<file path="config.mk">
export PLATFORM = sky130hd
export DESIGN_NAME = bus_size_seq
export DESIGN_NICKNAME = d
export VERILOG_FILES = /design/src/rtl/bss_pkg.sv /design/src/rtl/bss_ctrl.sv /design/src/rtl/bss_dpath.sv /design/src/rtl/bus_size_seq.sv
export SDC_FILE = /design/constraint.sdc
export NUM_CORES = 2
export LEC_CHECK = 0
export CAP_MARGIN = 30
export CORE_ASPECT_RATIO = 0.75
export CORE_MARGIN = 4
export CORE_UTILIZATION = 25
export CTS_CLUSTER_DIAMETER = 60
export DETAILED_ROUTE_END_ITERATION = 12
export DONT_BUFFER_PORTS = 1
export PLACE_DENSITY = 0.41
export SETUP_SLACK_MARGIN = 0.4
export SLEW_MARGIN = 25
export SYNTH_ARGS = -nofsm -noshare
export SYNTH_HDL_FRONTEND = slang
export SYNTH_SLANG_ARGS = --single-unit
</file>
<file path="constraint.sdc">
create_clock -name clk -period 9.3 [get_ports clk]
set_input_delay 0.465 -clock clk [delete_from_list [all_inputs] [get_ports clk]]
set_output_delay 0.465 -clock clk [all_outputs]
set_load 0.02 [all_outputs]
</file>
<file path="src/rtl/bss_pkg.sv">
`timescale 1ns/1ps
package bss_pkg;

  localparam int EXT_LANES = 4;

  typedef enum logic [1:0] {
    ST_IDLE = 2'd0,
    ST_ADDR = 2'd1,
    ST_XFER = 2'd2
  } seqState_t;

  typedef struct packed {
    logic load;
    logic ale;
    logic cyc;
    logic last;
  } seqStrobe_t;

  function automatic logic [1:0] widthLog2(input logic [1:0] sel);
    case (sel)
      2'd0:    return 2'd0;
      2'd1:    return 2'd1;
      default: return 2'd2;
    endcase
  endfunction

endpackage

</file>
<file path="src/rtl/bss_ctrl.sv">
`timescale 1ns/1ps
module bss_ctrl
  import bss_pkg::*;
#(
  parameter int SUB_W = 5
) (
  input  logic             clk,
  input  logic             rstN,
  input  logic             reqValid,
  input  logic [SUB_W-1:0] lastIdx,
  output seqStrobe_t       stb,
  output logic [SUB_W-1:0] subIdx,
  output logic             reqReady,
  output logic             reqDone
);

  seqState_t state;
  logic      isLast;

  assign isLast   = (subIdx == lastIdx);
  assign reqReady = (state == ST_IDLE);

  always_comb begin
    stb.load = reqValid && (state == ST_IDLE);
    stb.ale  = (state == ST_ADDR);
    stb.cyc  = (state == ST_XFER);
    stb.last = (state == ST_XFER) && isLast;
  end

  always_ff @(posedge clk or negedge rstN) begin
    if (!rstN) begin
      state   <= ST_IDLE;
      subIdx  <= '0;
      reqDone <= 1'b0;
    end else begin
      reqDone <= (state == ST_XFER) && isLast;
      case (state)
        ST_IDLE: if (reqValid) state <= ST_ADDR;
        ST_ADDR: begin
          state  <= ST_XFER;
          subIdx <= '0;
        end
        ST_XFER: begin
          if (isLast) begin
            state  <= ST_IDLE;
            subIdx <= '0;
          end else begin
            subIdx <= subIdx + 1'b1;
          end
        end
        default: state <= ST_IDLE;
      endcase
    end
  end

  // an accepted request is followed by the latch phase
  p_accept_ale_r2: assert property (@(posedge clk) disable iff (!rstN)
    (reqValid && reqReady) |=> stb.ale);

  // latch phase lasts one cycle and leads into data
  p_ale_one_cycle_r2: assert property (@(posedge clk) disable iff (!rstN)
    stb.ale |=> (stb.cyc && !stb.ale));

  // ready never overlaps bus activity
  p_ready_idle_r10: assert property (@(posedge clk) disable iff (!rstN)
    reqReady |-> (!stb.ale && !stb.cyc));

  // done is a single pulse following a data cycle
  p_done_pulse_r10: assert property (@(posedge clk) disable iff (!rstN)
    reqDone |=> !reqDone);
  p_done_after_data_r10: assert property (@(posedge clk) disable iff (!rstN)
    reqDone |-> $past(stb.cyc));

  p_strobe_excl_r2: assert property (@(posedge clk) disable iff (!rstN)
    $onehot0({stb.ale, stb.cyc}));

endmodule

</file>
<file path="src/rtl/bss_dpath.sv">
`timescale 1ns/1ps
module bss_dpath
  import bss_pkg::*;
#(
  parameter int ADDR_W      = 30,
  parameter int PIN_W       = 20,
  parameter int UPPER_W     = 8,
  parameter int BURST_BEATS = 4,
  localparam int TOT_BYTES  = BURST_BEATS * 8,
  localparam int SUB_W      = $clog2(TOT_BYTES),
  localparam int DATA_W     = TOT_BYTES * 8,
  localparam int BL_W       = $clog2(SUB_W + 1),
  localparam int POS_W      = SUB_W + 3
) (
  input  logic                   clk,
  input  logic                   rstN,
  input  seqStrobe_t             stb,
  input  logic [SUB_W-1:0]       subIdx,
  input  logic [1:0]             widthSel,
  input  logic                   reqWrite,
  input  logic [1:0]             reqSize,
  input  logic                   reqBurst,
  input  logic [ADDR_W-1:0]      reqAddr,
  input  logic [DATA_W-1:0]      reqWdata,
  input  logic [8*EXT_LANES-1:0] extRdata,
  output logic [SUB_W-1:0]       lastIdx,
  output logic [PIN_W-1:0]       extAddr,
  output logic [EXT_LANES-1:0]   extLaneEn,
  output logic [8*EXT_LANES-1:0] extWdata,
  output logic                   extWe,
  output logic [DATA_W-1:0]      rdData
);

  logic [ADDR_W-1:0] baseAddr;
  logic              isWrite;
  logic [1:0]        wl;
  logic [BL_W-1:0]   bytesLog2;
  logic [DATA_W-1:0] wdBuf;
  logic [DATA_W-1:0] rdBuf;

  // request capture at acceptance
  always_ff @(posedge clk or negedge rstN) begin
    if (!rstN) begin
      baseAddr  <= '0;
      isWrite   <= 1'b0;
      wl        <= 2'd0;
      bytesLog2 <= '0;
      wdBuf     <= '0;
    end else if (stb.load) begin
      baseAddr  <= reqAddr;
      isWrite   <= reqWrite;
      wl        <= widthLog2(widthSel);
      bytesLog2 <= reqBurst ? BL_W'(SUB_W) : BL_W'(reqSize);
      wdBuf     <= reqWdata;
    end
  end

  // sub-cycle count
  logic [BL_W-1:0]  cycLog2;
  logic [POS_W-1:0] nBytes, widthBytes, off;

  always_comb begin
    cycLog2    = (bytesLog2 > BL_W'(wl)) ? (bytesLog2 - BL_W'(wl)) : '0;
    lastIdx    = SUB_W'((32'd1 << cycLog2) - 32'd1);
    nBytes     = POS_W'(1) << bytesLog2;
    widthBytes = POS_W'(1) << wl;
    off        = (nBytes < widthBytes)
               ? POS_W'(baseAddr[1:0] & ((2'd1 << wl) - 2'd1)) : '0;
  end

  // lane to request-byte mapping
  logic [EXT_LANES-1:0] laneVal;
  logic [SUB_W-1:0]     laneIdx [EXT_LANES];
  logic [POS_W-1:0]     posRaw  [EXT_LANES];

  always_comb begin
    for (int j = 0; j < EXT_LANES; j++) begin
      posRaw[j]  = (POS_W'(subIdx) << wl) + POS_W'(j);
      laneVal[j] = stb.cyc && (POS_W'(j) < widthBytes) && (posRaw[j] >= off)
                   && ((posRaw[j] - off) < nBytes);
      laneIdx[j] = SUB_W'(posRaw[j] - off);
    end
  end

  always_comb begin
    extWdata = '0;
    for (int j = 0; j < EXT_LANES; j++) begin
      if (laneVal[j] && isWrite)
        extWdata[8*j +: 8] = wdBuf[{laneIdx[j], 3'b000} +: 8];
    end
  end

  assign extLaneEn = laneVal;
  assign extWe     = stb.cyc && isWrite;

  // read assembly, little-endian
  always_ff @(posedge clk or negedge rstN) begin
    if (!rstN) begin
      rdBuf <= '0;
    end else if (stb.load) begin
      rdBuf <= '0;
    end else if (stb.cyc && !isWrite) begin
      for (int j = 0; j < EXT_LANES; j++) begin
        if (laneVal[j])
          rdBuf[{laneIdx[j], 3'b000} +: 8] <= extRdata[8*j +: 8];
      end
    end
  end

  assign rdData = rdBuf;

  // address pins: upper phase, then shifted low address
  logic [ADDR_W-1:0]  curAddr;
  logic [PIN_W-1:0]   lowerPins;
  logic [UPPER_W-1:0] upperPins;

  always_comb begin
    curAddr   = baseAddr + (ADDR_W'(subIdx) << wl);
    lowerPins = PIN_W'(curAddr >> wl);
    upperPins = UPPER_W'(baseAddr >> (PIN_W + int'(wl)));
    if (stb.ale)
      extAddr = {upperPins, {(PIN_W - UPPER_W){1'b0}}};
    else if (stb.cyc)
      extAddr = lowerPins;
    else
      extAddr = '0;
  end

  // no lanes outside data cycles
  p_lanes_idle_r7: assert property (@(posedge clk) disable iff (!rstN)
    !stb.cyc |-> (extLaneEn == '0));

  // at least one and at most W lanes in a data cycle
  p_lane_width_r7: assert property (@(posedge clk) disable iff (!rstN)
    stb.cyc |-> ((extLaneEn != '0) && ($countones(extLaneEn) <= (3'd1 << wl))));

  // low address climbs by one between adjacent data cycles
  p_addr_step_r6: assert property (@(posedge clk) disable iff (!rstN)
    (stb.cyc && $past(stb.cyc)) |-> (extAddr == $past(extAddr) + 1'b1));

  // captured width holds through the data phase
  p_width_held_r1: assert property (@(posedge clk) disable iff (!rstN)
    (stb.cyc && $past(stb.cyc)) |-> $stable(wl));

  // write enable only in data cycles
  p_we_in_cyc_r8: assert property (@(posedge clk) disable iff (!rstN)
    extWe |-> stb.cyc);

endmodule

</file>
<file path="src/rtl/bus_size_seq.sv">
`timescale 1ns/1ps
module bus_size_seq
  import bss_pkg::*;
#(
  parameter int ADDR_W      = 30,
  parameter int PIN_W       = 20,
  parameter int UPPER_W     = 8,
  parameter int BURST_BEATS = 4,
  localparam int TOT_BYTES  = BURST_BEATS * 8,
  localparam int SUB_W      = $clog2(TOT_BYTES),
  localparam int DATA_W     = TOT_BYTES * 8
) (
  input  logic                   clk,
  input  logic                   rstN,
  input  logic [1:0]             widthSel,
  input  logic                   reqValid,
  input  logic                   reqWrite,
  input  logic [1:0]             reqSize,
  input  logic                   reqBurst,
  input  logic [ADDR_W-1:0]      reqAddr,
  input  logic [DATA_W-1:0]      reqWdata,
  output logic                   reqReady,
  output logic                   reqDone,
  output logic [DATA_W-1:0]      rdData,
  output logic [PIN_W-1:0]       extAddr,
  output logic                   extAle,
  output logic                   extCyc,
  output logic                   extWe,
  output logic [EXT_LANES-1:0]   extLaneEn,
  output logic [8*EXT_LANES-1:0] extWdata,
  input  logic [8*EXT_LANES-1:0] extRdata
);

  seqStrobe_t       stb;
  logic [SUB_W-1:0] subIdx;
  logic [SUB_W-1:0] lastIdx;

  bss_ctrl #(.SUB_W(SUB_W)) uCtrl (
    .clk      (clk),
    .rstN     (rstN),
    .reqValid (reqValid),
    .lastIdx  (lastIdx),
    .stb      (stb),
    .subIdx   (subIdx),
    .reqReady (reqReady),
    .reqDone  (reqDone)
  );

  bss_dpath #(
    .ADDR_W      (ADDR_W),
    .PIN_W       (PIN_W),
    .UPPER_W     (UPPER_W),
    .BURST_BEATS (BURST_BEATS)
  ) uDpath (
    .clk       (clk),
    .rstN      (rstN),
    .stb       (stb),
    .subIdx    (subIdx),
    .widthSel  (widthSel),
    .reqWrite  (reqWrite),
    .reqSize   (reqSize),
    .reqBurst  (reqBurst),
    .reqAddr   (reqAddr),
    .reqWdata  (reqWdata),
    .extRdata  (extRdata),
    .lastIdx   (lastIdx),
    .extAddr   (extAddr),
    .extLaneEn (extLaneEn),
    .extWdata  (extWdata),
    .extWe     (extWe),
    .rdData    (rdData)
  );

  assign extAle = stb.ale;
  assign extCyc = stb.cyc;

endmodule

</file>
-- After elaboration in Yosys (flattened, before gate mapping)
Index checks and enable logic that the tools add are counted.
- register bits: 556
- bits of input ports: 327
- output and inout bits: 317
- logic and storage cells: 123
- $add $sub $neg: 17
- magnitude comparators: 14
- equality and inequality tests: 6
- shifts and indexed selects: 19
- mux-type cells: 31
- bitwise gates (word level): 1
- reduce and logical (&&, ||, !) cells: 26
- operators by type and width (cell ; number):
    256-bit two-way mux ; 12
    256-bit bitwise mux ; 4
    8-bit by 10-bit variable shift with 256-bit output (first input constant) ; 4
    256-bit by 9-bit variable part select with 8-bit output ; 4
    8-bit by 10-bit variable part select with 256-bit output ; 4
    8-bit < comparator ; 5
    20-bit two-way mux ; 2
    8-bit two-way mux ; 5
    8-bit negator with 10-bit output ; 4
    8-bit greater-or-equal comparator ; 4
    30-bit by 32-bit >> shifter with 8-bit output ; 1
    8-bit subtractor ; 4
    30-bit adder ; 1
    5-bit by 2-bit << shifter with 30-bit output ; 1
    30-bit by 2-bit >> shifter with 20-bit output ; 1
    1-bit logical AND ; 20
    8-bit by 2-bit adder with 8-bit output (second input constant) ; 2
    1-bit by 8-bit < comparator with 1-bit output (first input constant) ; 2
    2-bit by 8-bit < comparator with 1-bit output (first input constant) ; 2
    5-bit case mux with 2 select lines ; 1
    8-bit by 1-bit adder with 8-bit output (second input constant) ; 1
    2-bit by 8-bit AND with 8-bit output ; 1
    1-bit by 2-bit << shifter with 8-bit output (first input constant) ; 1
    1-bit by 3-bit << shifter with 8-bit output (first input constant) ; 1
    other kinds (22) ; 27

-- Depth between registers and ports, before layout
- depth after elaboration: 23
- mapped depth: 34
- gate-level depth less buffers: 25

-- Hierarchy
A second synthesis with hierarchy kept.
- cell total of the unflattened synthesis: 4788
- area, all modules: 48079.9 sq um
- by module, submodules not included (module ; instances ; cells each ; area an instance (sq um)):
    bss_dpath ; 1 ; 4727 ; 47498.1
    bss_ctrl ; 1 ; 61 ; 581.8

-- Worst setup path after synthesis
OpenSTA, ideal clock, no wires.
- kind: register -> output
- start: reg uDpath.wl[0]
- end: out extWdata[21]
- data arrival time: 7.273 ns
- path slack: 1.562 ns
- cell stages (with the launch flop): 32
- path buffers: 8
- cell sequence: dfrtp_1 buf_4 buf_2 buf_2 buf_2 clkbuf_1 buf_1 nand2_1 ha_1 o21ai_0 a22oi_1 a211oi_1 and3_1 ha_1 inv_1 fa_1 nor2b_1 or4b_1 nand4_1 nor3_1 or2_1 buf_2 inv_1 buf_2 ha_1 a21oi_1 nor2b_1 o31ai_1 o21ai_1 inv_1 nand2_1 a211oi_1
- cells in the longest elaborated chain, start to end: 9
- elaborated cells between the ends (all ways): 17
- those cells by class: add/sub: 3; order compare: 4; shift: 3; mux: 2; bitwise: 1; reduce/logical: 4
- ends and longest elaborated chain (what ; line ; text):
    from (decl) ; bss_dpath.sv:36 ; logic [1:0] wl;
    from (signal assigned) ; bss_dpath.sv:52 ; wl <= widthLog2(widthSel);
    1-bit by 2-bit << shifter with 8-bit output ; bss_dpath.sv:66, bss_dpath.sv:68 ;
    8-bit by 1-bit subtractor with 8-bit output ; bss_dpath.sv:68 ; ? POS_W'(baseAddr[1:0] & ((2'd1 << wl) - 2'd1)) : '0;
    2-bit by 8-bit AND with 8-bit output ; bss_dpath.sv:68 ;
    8-bit two-way mux ; bss_dpath.sv:68 ;
    8-bit subtractor or 8-bit greater-or-equal comparator (tied branches) ; bss_dpath.sv:80, bss_dpath.sv:79 ;
    8-bit < comparator or 1-bit logical AND (tied branches) ; bss_dpath.sv:80, bss_dpath.sv:79 ;
    1-bit logical AND (*) ; bss_dpath.sv:80 ; && ((posRaw[j] - off) < nBytes);
    via extLaneEn[2] ; bus_size_seq.sv:29 ; output logic [EXT_LANES-1:0] extLaneEn,
    1-bit logical AND (*) ; bss_dpath.sv:88 ; if (laneVal[j] && isWrite)
    8-bit two-way mux (*) ; bss_dpath.sv:88 ;
    to (decl) ; bus_size_seq.sv:30 ; output logic [8*EXT_LANES-1:0] extWdata,
Mark *: on every way through the listed nets, which the timed path passes. The rest lies on a longest branch.

-- Final worst setup path
- start: reg uDpath.wl[1]
- end: reg uDpath.rdBuf[104] (netlist: uDpath.rdData[104])
- cells in the longest elaborated chain, start to end: 23
- elaborated cells between the ends (all ways): 65
- those cells by class: add/sub: 12; order compare: 13; shift: 10; mux: 17; bitwise: 1; reduce/logical: 12
- ends and longest elaborated chain (what ; line ; text):
    1-bit by 2-bit << shifter with 8-bit output ; bss_dpath.sv:66, bss_dpath.sv:68 ;
    8-bit by 1-bit subtractor with 8-bit output ; bss_dpath.sv:68 ;
    2-bit by 8-bit AND with 8-bit output ; bss_dpath.sv:68 ;
    8-bit two-way mux ; bss_dpath.sv:68 ;
    8-bit subtractor ; bss_dpath.sv:80 ;
    8-bit negator with 10-bit output ; bss_dpath.sv:105 ; rdBuf[{laneIdx[j], 3'b000} +: 8] <= extRdata[8*j +: 8];
    8-bit by 10-bit variable part select with 256-bit output or 8-bit by 10-bit variable shift with 256-bit output (tied branches) ; bss_dpath.sv:105 ;
    256-bit bitwise mux ; bss_dpath.sv:105 ;
    (+7 left out) ; - ;
    256-bit bitwise mux ; bss_dpath.sv:105 ;
    256-bit two-way mux ; bss_dpath.sv:104 ; if (laneVal[j])
    256-bit two-way mux ; bss_dpath.sv:102 ; end else if (stb.cyc && !isWrite) begin
    256-bit two-way mux ; bss_dpath.sv:100 ; end else if (stb.load) begin
    256-bit bitwise mux ; bss_dpath.sv:105 ;
    256-bit two-way mux (*) ; bss_dpath.sv:104 ;
    256-bit two-way mux (*) ; bss_dpath.sv:102 ;
    256-bit two-way mux (*) ; bss_dpath.sv:100 ;
    to (signal, indexed assignment) ; bss_dpath.sv:105 ;
    to (decl) ; bss_dpath.sv:39 ; logic [DATA_W-1:0] rdBuf;
Every way passes the cells marked *; elsewhere a longest branch is shown, timed or not. The select of a mux whose other input is x is not followed.
A chain may end at the register's enable or synchronous reset.

==> qor.yml <==
num-fill-cells: 19700
critPathMaxFanout: 29
synth_edf_count: 0
synth_cells: 4944
start_util_pct: 25.2
clk_latency_ns: 0.76
via_count: 48900
hp-class: "input pin to flop"
clockBufferDepth: 3
critPathMaxStageDelay_ns: 0.66
routed_wl_um: 278000
synth_nets: 5344
drc: 0
dp_hpwl_um: 190000
cts.sinks: 556
ys_seq_area_share_pct: 29.2
finalNetCount: 5486
timing.final.crit_share_pct: 88.7
vdd_drop_max_mv: 0.489
core_area_um2: 189000
overflow: 0
gp_congestion: 0.953
ctsResizeCount: 0
grt_pass1_vias: 46100
ys_async_sr_fraction_pct: 100
drv_cap: 0
syn2layout_area_growth_pct: 20.6
ios: 644
floorplan.rows: 138
crit_slowest_cell: "fa_1"
drt-pass1-iter-count: 8
die_x_um: 512
final_antenna_net_count: 0
placement.io_buffers: 0
min_period_ns: 8.25
cts_tree: "yes"
run_status: "completed"
dieArea_um2: 198000
cts_setup_buffers: 0
cp.required_ns: 9.94
finalHoldViolations: 0
wire_per_inst_um: 36.0
numCtsBuffers: 89
path_clk_slew_ns: 0.06
hold_buffers: 334
fmax_mhz: 121
worst_setup_path_end_kind: "flop"
vias_per_cell: 6.33
setup_viol: 0
rsz0062_at_grt: "false"
grt_use_total_pct: 26.9
tightest_slew_ns: 1.17
cts_root_buf: "clkbuf_16"
drive_gt1_share_pct: 23.0
power_density_nw_per_um2: 436
syn_area_um2: 47600
cp.arrival_ns: 8.88
setup-tns-final_ns: 0
synth_top_area_share_pct: 29.2
place_ws_ns: 1.37
die_h_um: 386
antenna_found_initial: 55
drv_slew: 0
drtIter0Drc: 6728
final.setup_skew_ns: 0.0805
grt_max_degree: 557
ys_warn_count: 0
grt_pass1_wl_um: 381000
cp-start-kind: "flop"
synth_cell_types: 122
relSlewSlack_pct: 21.0
synth_flop_cell: "dfrtp_1"
layout_setup_ws_ns: 1.05
path_cells: "inv_1, nand2_1, ha_1, o21ai_0, a22oi_1, a211oi_1, and3_1, ha_4, inv_1, fa_1, o31a_1, a211oi_4, clkinv_1, ha_1, and4_1, a211oi_1, o2111ai_1, a211oi_4, buf_4, and3_1, mux2i_1, mux2i_1, a221o_1, dlygate4sd3_1"
synthTopCellsByArea: "dfrtp_1 (29%), mux4_2 (15%), mux2_2 (8.7%)"
worstSetupPathType: "flop to flop"
syn_avg_cell_area_um2: 9.63
cellLeakagePower_nw: 21.0
htree_levels: 3
final_util_pct: 30.4
yosysTopAreaCell: "dfrtp_1"
ys_ff_latch: 556
-- cell usage after synthesis, types with 14 or more instances --
master and n:
and3_1 57, and2_1 52, buf_2 63, a2bb2oi_1 16, mux2_2 369, o211a_1 16, nor3_1 129, nor2_1 217
clkbuf_1 323, xor2_1 14, nand2b_1 25, a221o_1 37, nand2_1 523, nor2b_1 24, a31o_2 18, o31ai_1 34
buf_1 51, a31oi_1 55, o21ai_1 15, a211oi_1 74, a311oi_1 28, inv_1 64, a221oi_1 51, a22oi_1 42
o221ai_1 24, a32oi_1 66, a22o_1 22, a211o_1 65, or3_1 33, o211ai_1 86, nor4_1 59, o21a_1 19
mux4_2 310, a21oi_1 335, a21o_1 51, xnor2_1 35, nand4_1 39, o22ai_1 17, mux2i_1 116, dfrtp_1 556
or4_1 14, o2111ai_1 18, ha_1 67, nand3_1 156, o21ai_0 274
-- layout make-up --
cell class              instances  area [um^2]  area share [%]
flip-flops and latches        556        13900            24.2
multi-input cells            3860        31900            55.5
inverters                      72          280           0.488
well taps                    2520         3150            5.49
repair buffers                507         4940            8.60
diodes                         50          125           0.218
clock buffers                 112         2410            4.20
clock inverters                50          741            1.29
-- through the flow --
stage | cell area [um^2] | total power, mW | cells | hold WS, ns
finish | 57400 | 25.1 | 7727 | 0.0438
CTS | 57100 | 24.4 | 7660 | -0.592
global placement | 50400 | 20.5 | 7159 | 0.218
detailed placement | 50400 | 20.5 | 7164 | 0.224
global route | 57400 | 25.9 | 7700 | 0.0104
floorplan | 47600 | 14.3 | 4944 | 0.169
-- cell usage in the layout, fill, tap and decap left out, types with 86 or more instances in the layout --
master / instances
mux2_2: 369
clkbuf_16: 89
nor3_1: 123
dlygate4sd3_1: 321
mux2i_1: 116
nor2_1: 212
mux4_2: 310
o211ai_1: 86
o21ai_0: 274
a21oi_1: 335
nand3_1: 156
buf_4: 151
dfrtp_1: 554
nand2_1: 520
-- power breakdown --
group          switching (mW)  internal, mW  leakage (nW)  total (mW)
registers                1.00          3.10          7.12        4.10
logic                    11.2          6.15          12.4        17.3
clock network            1.50          2.16          1.52        3.66
-- flip-flops by register name, indices dropped and copies added, names as in the netlist --
register / flops
uDpath.rdData: 256
uDpath.wdBuf: 256
uDpath.baseAddr: 30
uCtrl.subIdx: 5
uDpath.bytesLog2: 3
uCtrl.state: 2
uDpath.wl: 2
uCtrl.reqDone: 1
uDpath.isWrite: 1
-- final timing paths --
check / start / to / slack [ns] / depth (start not counted)
max: uDpath.wl[1] / uDpath.rdData[104] / 1.05 / 24
min: extRdata[21] / uDpath.rdData[5] / 0.04 / 3
max reg2reg: uDpath.wl[1] / uDpath.rdData[104] / 1.05 / 24
min reg2reg: uDpath.baseAddr[29] / uDpath.baseAddr[29] / 0.51 / 1
max in group asynchronous: rstN / uDpath.wdBuf[235] / 7.20 / 4
min in group asynchronous: rstN / uDpath.rdData[186] / 0.17 / 2
-- layer usage --
metal  vias to the layer above  global-route usage (%)  routed length, um
met5                         -                       0                254
met4                        28                    10.9              13200
met3                       684                    11.6              37600
met2                      3387                    37.7             113000
met1                     25000                    36.2             114000
li1                      19800                       -                  -
-- logic make-up (layout without fill, tap and decap cells) --
kind of cell | after synthesis | after routing | synth area share, %
adder cells (fa/ha/maj) | 73 | 73 | 2.01
XOR/XNOR | 62 | 62 | 1.48
AND/OR/NAND/NOR | 1428 | 1428 | 14.8
multiplexers | 801 | 801 | 26.0
buffers and inverters | 528 | 741 | 4.50
flip-flops | 556 | 556 | 29.2
AO/OA/AOI/OAI | 1496 | 1496 | 22.0
other | 0 | 50 | 0
-- worst max-delay path: cells and delay by family (launching register included) --
family | cells | cell delay [ns]
muxes | 2 | 0.34
AOI/OAI and AO/OA | 9 | 2.57
DFF | 1 | 0.55
and+or+nand+nor | 4 | 1.20
adders and majority gates | 4 | 1.66
buffers and inverters | 5 | 1.85
(Power assumes the default switching activity.)
